`src/rtl/evt_timer_pkg.sv`:
```
package evt_timer_pkg;

    typedef enum logic [2:0] {
        SEL_CMP   = 3'd0,
        SEL_CNT   = 3'd1,
        SEL_CTRL  = 3'd2,
        SEL_CLEAR = 3'd3,
        SEL_DIV   = 3'd4,
        SEL_NONE  = 3'd7
    } reg_sel_e;

    // control field: bit 1 return-to-zero, bit 0 run
    typedef struct packed {
        logic rtz;
        logic run;
    } ctrl_t;

    localparam int unsigned NUM_WORDS = 5;

    function automatic reg_sel_e sel_of(input logic [2:0] word);
        case (word)
            3'd0:    return SEL_CMP;
            3'd1:    return SEL_CNT;
            3'd2:    return SEL_CTRL;
            3'd3:    return SEL_CLEAR;
            3'd4:    return SEL_DIV;
            default: return SEL_NONE;
        endcase
    endfunction

endpackage

```
`src/rtl/evt_timer_regs.sv`:
```
module evt_timer_regs
    import evt_timer_pkg::*;
#(
    parameter int unsigned ADDR_W = 5,
    parameter int unsigned CNT_W  = 32,
    parameter int unsigned DIV_W  = 2
) (
    input  logic              clk,
    input  logic              rst,
    input  logic              we,
    input  logic [ADDR_W-1:0] addr,
    input  logic [CNT_W-1:0]  wdata,
    input  logic [CNT_W-1:0]  count,
    output logic [CNT_W-1:0]  cmp_q,
    output ctrl_t             ctrl_q,
    output logic [DIV_W-1:0]  div_q,
    output logic              clr_stb,
    output logic [CNT_W-1:0]  rdata
);
    localparam int unsigned CTRL_W = $bits(ctrl_t);

    logic [ADDR_W-1:0] word;
    reg_sel_e          sel;

    always_comb begin
        word = addr >> 2;
        if (addr[1:0] == 2'b00 && word < ADDR_W'(NUM_WORDS))
            sel = sel_of(word[2:0]);
        else
            sel = SEL_NONE;
    end

    assign clr_stb = we && (sel == SEL_CLEAR);

    always_ff @(posedge clk) begin
        if (rst) begin
            cmp_q  <= '1;
            ctrl_q <= '0;
            div_q  <= '0;
        end else if (we) begin
            case (sel)
                SEL_CMP:  cmp_q  <= wdata;
                SEL_CTRL: ctrl_q <= ctrl_t'(wdata[CTRL_W-1:0]);
                SEL_DIV:  div_q  <= wdata[DIV_W-1:0];
                default:  ;
            endcase
        end
    end

    always_comb begin
        case (sel)
            SEL_CMP:  rdata = cmp_q;
            SEL_CNT:  rdata = count;
            SEL_CTRL: rdata = CNT_W'(ctrl_q);
            SEL_DIV:  rdata = CNT_W'(div_q);
            default:  rdata = '0;
        endcase
    end

endmodule

```
`src/rtl/evt_timer_presc.sv`:
```
module evt_timer_presc #(
    parameter int unsigned DIV_W = 2
) (
    input  logic             clk,
    input  logic             rst,
    input  logic             run,
    input  logic [DIV_W-1:0] div,
    output logic             tick
);
    logic [DIV_W-1:0] phase;

    // >= so that lowering the divider mid-run cannot strand the phase
    assign tick = run && (phase >= div);

    always_ff @(posedge clk) begin
        if (rst || !run)
            phase <= '0;
        else if (tick)
            phase <= '0;
        else
            phase <= phase + DIV_W'(1);
    end

endmodule

```
`src/rtl/evt_timer_core.sv`:
```
module evt_timer_core #(
    parameter int unsigned CNT_W = 32
) (
    input  logic             clk,
    input  logic             rst,
    input  logic             run,
    input  logic             rtz,
    input  logic             tick,
    input  logic             clr_stb,
    input  logic [CNT_W-1:0] cmp,
    output logic [CNT_W-1:0] count,
    output logic             evt
);
    logic hit;
    logic step;

    assign hit  = (count == cmp);
    assign step = run && tick && !clr_stb;

    always_ff @(posedge clk) begin
        if (rst) begin
            count <= '0;
            evt   <= 1'b0;
        end else begin
            evt <= step && hit;
            if (clr_stb)
                count <= '0;
            else if (step)
                count <= (rtz && hit) ? '0 : count + CNT_W'(1);
        end
    end

endmodule

```
`src/rtl/evt_timer.sv`:
```
module evt_timer
    import evt_timer_pkg::*;
#(
    parameter int unsigned ADDR_W = 5,
    parameter int unsigned CNT_W  = 32,
    parameter int unsigned DIV_W  = 2
) (
    input  logic              clk,
    input  logic              rst,
    input  logic              bus_we,
    input  logic [ADDR_W-1:0] bus_addr,
    input  logic [CNT_W-1:0]  bus_wdata,
    output logic [CNT_W-1:0]  bus_rdata,
    output logic              evt_pulse
);
    logic [CNT_W-1:0] cmp_q;
    logic [CNT_W-1:0] count;
    ctrl_t            ctrl_q;
    logic [DIV_W-1:0] div_q;
    logic             clr_stb;
    logic             tick;

    evt_timer_regs #(.ADDR_W(ADDR_W), .CNT_W(CNT_W), .DIV_W(DIV_W)) u_regs (
        .clk     (clk),
        .rst     (rst),
        .we      (bus_we),
        .addr    (bus_addr),
        .wdata   (bus_wdata),
        .count   (count),
        .cmp_q   (cmp_q),
        .ctrl_q  (ctrl_q),
        .div_q   (div_q),
        .clr_stb (clr_stb),
        .rdata   (bus_rdata)
    );

    evt_timer_presc #(.DIV_W(DIV_W)) u_presc (
        .clk  (clk),
        .rst  (rst),
        .run  (ctrl_q.run),
        .div  (div_q),
        .tick (tick)
    );

    evt_timer_core #(.CNT_W(CNT_W)) u_core (
        .clk     (clk),
        .rst     (rst),
        .run     (ctrl_q.run),
        .rtz     (ctrl_q.rtz),
        .tick    (tick),
        .clr_stb (clr_stb),
        .cmp     (cmp_q),
        .count   (count),
        .evt     (evt_pulse)
    );

endmodule

```
`config.mk`:
```
export PLATFORM = sky130hd
export DESIGN_NAME = evt_timer
export DESIGN_NICKNAME = d
export VERILOG_FILES = /design/src/rtl/evt_timer_pkg.sv /design/src/rtl/evt_timer_regs.sv /design/src/rtl/evt_timer_presc.sv /design/src/rtl/evt_timer_core.sv /design/src/rtl/evt_timer.sv
export SDC_FILE = /design/constraint.sdc
export NUM_CORES = 1
export LEC_CHECK = 0
export ABC_CLOCK_PERIOD_IN_PS = 3960
export BUFFER_PORTS_ARGS = -buffer_cell sky130_fd_sc_hd__clkbuf_2
export CAP_MARGIN = 15
export CORE_MARGIN = 5
export CORE_UTILIZATION = 59
export CTS_CLUSTER_DIAMETER = 50
export DETAILED_ROUTE_END_ITERATION = 8
export PLACE_DENSITY = 0.94
export SLEW_MARGIN = 30
export SYNTH_ARGS = -nofsm -noshare
export SYNTH_HDL_FRONTEND = slang
export SYNTH_SLANG_ARGS = --single-unit
```
`constraint.sdc`:
```
create_clock -name clk -period 3.96 [get_ports clk]
set_clock_uncertainty 0.1 [all_clocks]
set_input_delay 0.792 -clock clk [delete_from_list [all_inputs] [get_ports clk]]
set_output_delay 0.792 -clock clk [all_outputs]
set_load 0.005 [all_outputs]
```
Yosys cells after proc, flatten, opt, wreduce, memory -nomap -nowiden
Index checks and enable logic that the tools add are counted.
- bits of input ports: 40
- word-level logic and storage cells: 42
- flip-flop bits (word level): 71
- muxes and demuxes: 4
- $lt $le $gt $ge: 2
- equal/unequal tests: 9
- reduce and logical (&&, ||, !) cells: 18
- add/subtract/negate cells: 2
- operators by type and width (kind ; number):
    $pmux 32 s4 ; 1
    $add 32x1->32 const B ; 1
    $eq 32x32->1 ; 1
    $mux 32 ; 1
    $pmux 3 s5 ; 1
    $eq 3x2->1 const B ; 4
    $logic_and 1x1->1 ; 7
    $eq 3x1->1 const B ; 2
    $eq 3x3->1 const B ; 2
    $logic_not 3->1 ; 2
    $reduce_and 2->1 ; 3
    $reduce_or 2->1 ; 2
    $lt 3x3->1 const B ; 1
    $mux 3 ; 1
    $add 2x1->2 const B ; 1
    $ge 2x2->1 ; 1
    $logic_not 1->1 ; 2
    $logic_not 2->1 ; 1
    $logic_or 1x1->1 ; 1

Logic depth before layout (Yosys ltp)
- word-level depth: 8
- gate-level depth with buffers: 9
- gate-level depth less buffers: 7

Modules after synthesis
Synthesis repeated with hierarchy kept, for this count alone.
- cells, all modules: 445
- area total of the unflattened synthesis: 3935.0 um2
- by module, submodules not included (module ; times used ; cells each ; seq. area each (um2) ; area an instance (um2)):
    evt_timer_core ; 1 ; 219 ; 660.6 ; 1940.6
    evt_timer_regs ; 1 ; 212 ; 720.7 ; 1868.0
    evt_timer_presc ; 1 ; 14 ; 40.0 ; 126.4

Least setup slack after synthesis
No wires, ideal clock.
- kind: input to output
- start point: input port bus_addr[2]
- end point: output port bus_rdata[0]
- slack: 0.935 ns
- path buffers: 1
- stages on the path: 5
- data arrival time: 2.133 ns
- path through: or3_1 -> nor3_1 -> clkbuf_1 -> a22oi_1 -> nand2_1
- cells in the longest elaborated chain, start to end: 5
- elaborated cells between the ends (all ways): 14
- those cells by class: order compare: 1; eq/ne: 7; mux: 3; reduce/logical: 3
- ends and longest elaborated chain (what ; line ; RTL):
    start: declaration ; evt_timer.sv:11 ; input logic [ADDR_W-1:0] bus_addr,
    $eq 3x3->1, or another cell as far along ; evt_timer_pkg.sv:21 ; case (word)
    $pmux 3 s5 / $logic_and 1x1->1 (equally long branches) ; evt_timer_pkg.sv:21, evt_timer_regs.sv:27 ;
    $mux 3 * ; evt_timer_regs.sv:27 ; if (addr[1:0] == 2'b00 && word < ADDR_W'(NUM_WORDS))
    $eq 3x3->1, or another cell as far along ; evt_timer_regs.sv:51 ; case (sel)
    $pmux 32 s4 * ; evt_timer_regs.sv:51 ;
    end: declaration ; evt_timer.sv:13 ; output logic [CNT_W-1:0] bus_rdata,
Mark *: on every way between the ends. The rest lies on a longest branch, timed or not.

Worst setup path in the final report
- start point: input port bus_addr[1]
- end point: output port bus_rdata[1]
- cells in the longest elaborated chain, start to end: 5
- elaborated cells between the ends (all ways): 8
- those cells by class: eq/ne: 3; mux: 2; reduce/logical: 3
- ends and longest elaborated chain (what ; line):
    $logic_not 2->1 * ; evt_timer_regs.sv:27
    $logic_and 1x1->1 * ; evt_timer_regs.sv:27
    $mux 3 * ; evt_timer_regs.sv:27
    $eq 3x3->1, or another cell as far along ; evt_timer_regs.sv:51
    $pmux 32 s4 * ; evt_timer_regs.sv:51
Marked as above.

==> out/metrics.yaml <==
worst_setup_path:
  r2r_cells: 6
  cp-end-kind: "output port"
  cpMostUsedCell: "clkbuf_2"
  arrival_ps: 2280
  start_kind: "primary input"
  worstSetupPathType: "primary input to output port"
  slowest_delay_ps: 540
  r2r-end: "u_core.count[13]"
  cp_slowest_cell: "or3b_2"
  crit_required_ps: 3070
  r2r-start: "u_core.count[3]"
  cp_cell_sequence: "clkbuf_2, or3b_2, nor3_2, buf_4, a22oi_1, nand2_1, clkbuf_2"
  path_max_fanout: 32
  r2r_setup_slack_ps: 1250
place:
  dp.cells: 584
  io_buffers: 72
  gp_congestion: 0.871
  dp_worst_setup_slack_ps: 808
  dp_hpwl_um: 7160
  place_area_um2: 4170
die:
  start_util_pct: 60.3
  rows: 29
  die_h_um: 90.1
  die-area_um2: 8120
  fp.dieW_um: 90.1
  core-area_um2: 6280
  num_io_pins: 73
synthesis:
  async_reset_ff_share_pct: 0
  yosys_warnings: 0
  ys_ff_latch: 71
  syn-num-nets: 506
  yosysSeqAreaShare_pct: 37.6
  syn_area_per_cell_um2: 8.17
  synth_edf_count: 0
  synth_ff_type: "dfxtp_1"
  ys_types: 39
  syn-cell-area_um2: 3780
  synth_cells: 463
min_path:
  hold_end: "u_presc.phase[0]"
  hp-start: "u_presc.phase[0]"
  hold_class: "register to register"
  hold_path_depth: 1
clock_network:
  cts_tree: "built"
  root_buffer: "clkbuf_8"
  holdBufCountCts: 0
  cts_sinks: 71
  cts_resized: 0
  cts.clk_slew.worst_paths_ps: 90
  cts_buffers: 9
  htreeDepth: 3
  cts_buffer_depth: 2
  clock_latency_ps: 370
  post_cts_buffers: 0
final_layout:
  fillers: 488
  syn_to_final_growth_pct: 15.5
  antenna_cells: 0
  nNetsFinal: 561
  utilization_pct: 69.7
  fin_cells: 600
  stdcell_area_um2: 4370
  drive_gt1_share_pct: 19.9
timing:
  finalCritPeriodShare_pct: 80.2
  setup_viol: 0
  period_needed_ps: 3180
  relSlewSlack_pct: 54.1
  rsz0062_at_grt: "no"
  fmax_ghz: 0.315
  hold_viol: 0
  final_max_slew_viol_count: 0
  setup_tns_ps: 0
  worst_slack_ps: 785
  worst_slew_pin_slew_ps: 688
grt:
  overflow: 0
  grt_pass1_vias: 3639
  grt_max_degree: 39
  grt.total_usage_pct: 25.5
  grt_pass1_wl_um: 17100
  antenna_found_initial: 0
power_and_ir_drop:
  p_switching_uw: 340
  power.share.clock_pct: 43.3
  switching_share_pct: 24.2
  p_int_uw: 1060
  leakagePower_uw: 0.00170
  p_comb_share_pct: 5.2
  ir_drop_v: 0.000284
  p_seq_share_pct: 51.5
  p_per_area_nw_per_um2: 321
detailed_routing:
  num_vias: 3656
  via_per_inst: 6.09
  antenna_left: 0
  post_drt_wl_per_cell_um: 17.0
  drc_errors: 0
  drt_wl_total_um: 10200
  first_pass_iters: 5
  drtIter0Drc: 339
status:
  outcome: "finished clean"
job:
  maxCapViolCount: 0
==> cells in the mapped netlist (2+ instances only) <==
cell type	number	area share, %
nor3b_1	2	0.40
nand3b_1	33	6.5
dfxtp_1	71	38
clkbuf_1	29	2.9
nor4_1	16	2.6
and3_1	2	0.33
ha_1	3	0.99
nand4_1	12	2.0
inv_1	10	0.99
o31ai_1	5	0.99
nand3_1	15	2.0
nand4_4	2	1.1
buf_2	3	0.40
nor3_1	4	0.53
a21oi_1	25	3.3
or4_1	4	0.79
or3_1	16	2.6
o21ai_0	14	1.9
xor2_1	36	8.3
nand2_1	84	8.3
a22o_1	30	6.9
nor2_1	19	1.9
xnor2_1	9	2.1
a22oi_1	4	0.79
==> placed cells by master (no fill, tap or decap), types with 16 or more instances in the layout <==
cell | netlist | final
dfxtp_1 | 71 | 71
clkbuf_2 | 0 | 72
a22o_1 | 30 | 30
or3_1 | 16 | 16
a21oi_1 | 25 | 25
nand3b_1 | 33 | 33
nand2_1 | 84 | 84
xor2_1 | 36 | 36
nor4_1 | 16 | 16
nor2_1 | 19 | 19
==> routing by layer <==
layer  global-route usage (%)  vias up  part of all wire [%]
li1                         -     1753                     -
met1                     32.0     1720                    43
met2                     40.5      153                    46
met3                     7.60       30                   8.0
met4                     10.8        0                   2.6
met5                        0        -                     0
==> power groups by stage <==
stage | clock network, µW | registers [µW] | logic, µW
3_3_place_gp | 0 | 740 | 71.0
4_1_cts | 615 | 723 | 73.1
6_report | 608 | 723 | 73.7
3_5_place_dp | 0 | 740 | 72.6
5_1_grt | 644 | 724 | 80.8
2_1_floorplan | 0 | 738 | 37.7
==> cell families (layout without fill, tap and decap cells) <==
group / after synthesis / after routing / synth area share, %
fa+ha+maj: 3 / 3 / 0.992
xor+xnor: 45 / 45 / 10.4
flops: 71 / 71 / 37.6
simple gates: 218 / 218 / 31.4
compound gates: 82 / 82 / 15.0
buf+inv: 44 / 104 / 4.66
==> sequential cells by signal (all words and copies together), names as in the netlist <==
| signal | cells |
|---|---|
| u_regs.div_q | 2 |
| u_regs.ctrl_q | 2 |
| u_presc.phase | 2 |
| u_core.evt | 1 |
| u_core.count | 32 |
| u_regs.cmp_q | 32 |
==> stage by stage <==
stage	power [µW]	hold WS [ps]
2_1_floorplan	776	326
3_3_place_gp	811	336
3_5_place_dp	812	358
4_1_cts	1410	375
5_1_grt	1450	394
6_report	1400	368
==> layout make-up <==
| type | count | area (µm²) | area share (%) |
|---|---|---|---|
| clock buffers | 10 | 138 | 3.15 |
| well taps | 77 | 96.3 | 2.20 |
| inverters | 11 | 41.3 | 0.944 |
| repair buffers | 77 | 398 | 9.10 |
| multi-input cells | 348 | 2210 | 50.6 |
| flip-flops and latches | 71 | 1420 | 32.5 |
| clock inverters | 6 | 67.6 | 1.55 |
==> how the worst max path moves through the flow <==
| stage | startpoint | endpoint | slack [ps] | cells after the start |
|---|---|---|---|---|
| after floorplan | bus_addr[2] | bus_rdata[0] | 940 | 5 |
| after global placement | bus_addr[1] | bus_rdata[1] | 840 | 7 |
| after CTS | bus_addr[1] | bus_rdata[1] | 810 | 7 |
| after detailed placement | bus_addr[1] | bus_rdata[1] | 810 | 7 |
| after global routing | bus_addr[1] | bus_rdata[1] | 710 | 7 |
| final | bus_addr[1] | bus_rdata[1] | 780 | 7 |
==> critical path: cells and delay by family <==
kind | cells | cell delay (ps)
AOI/OAI and AO/OA | 1 | 160
buffers and inverters | 3 | 550
and+or+nand+nor | 3 | 760
Power figures use the tool's default switching activity.
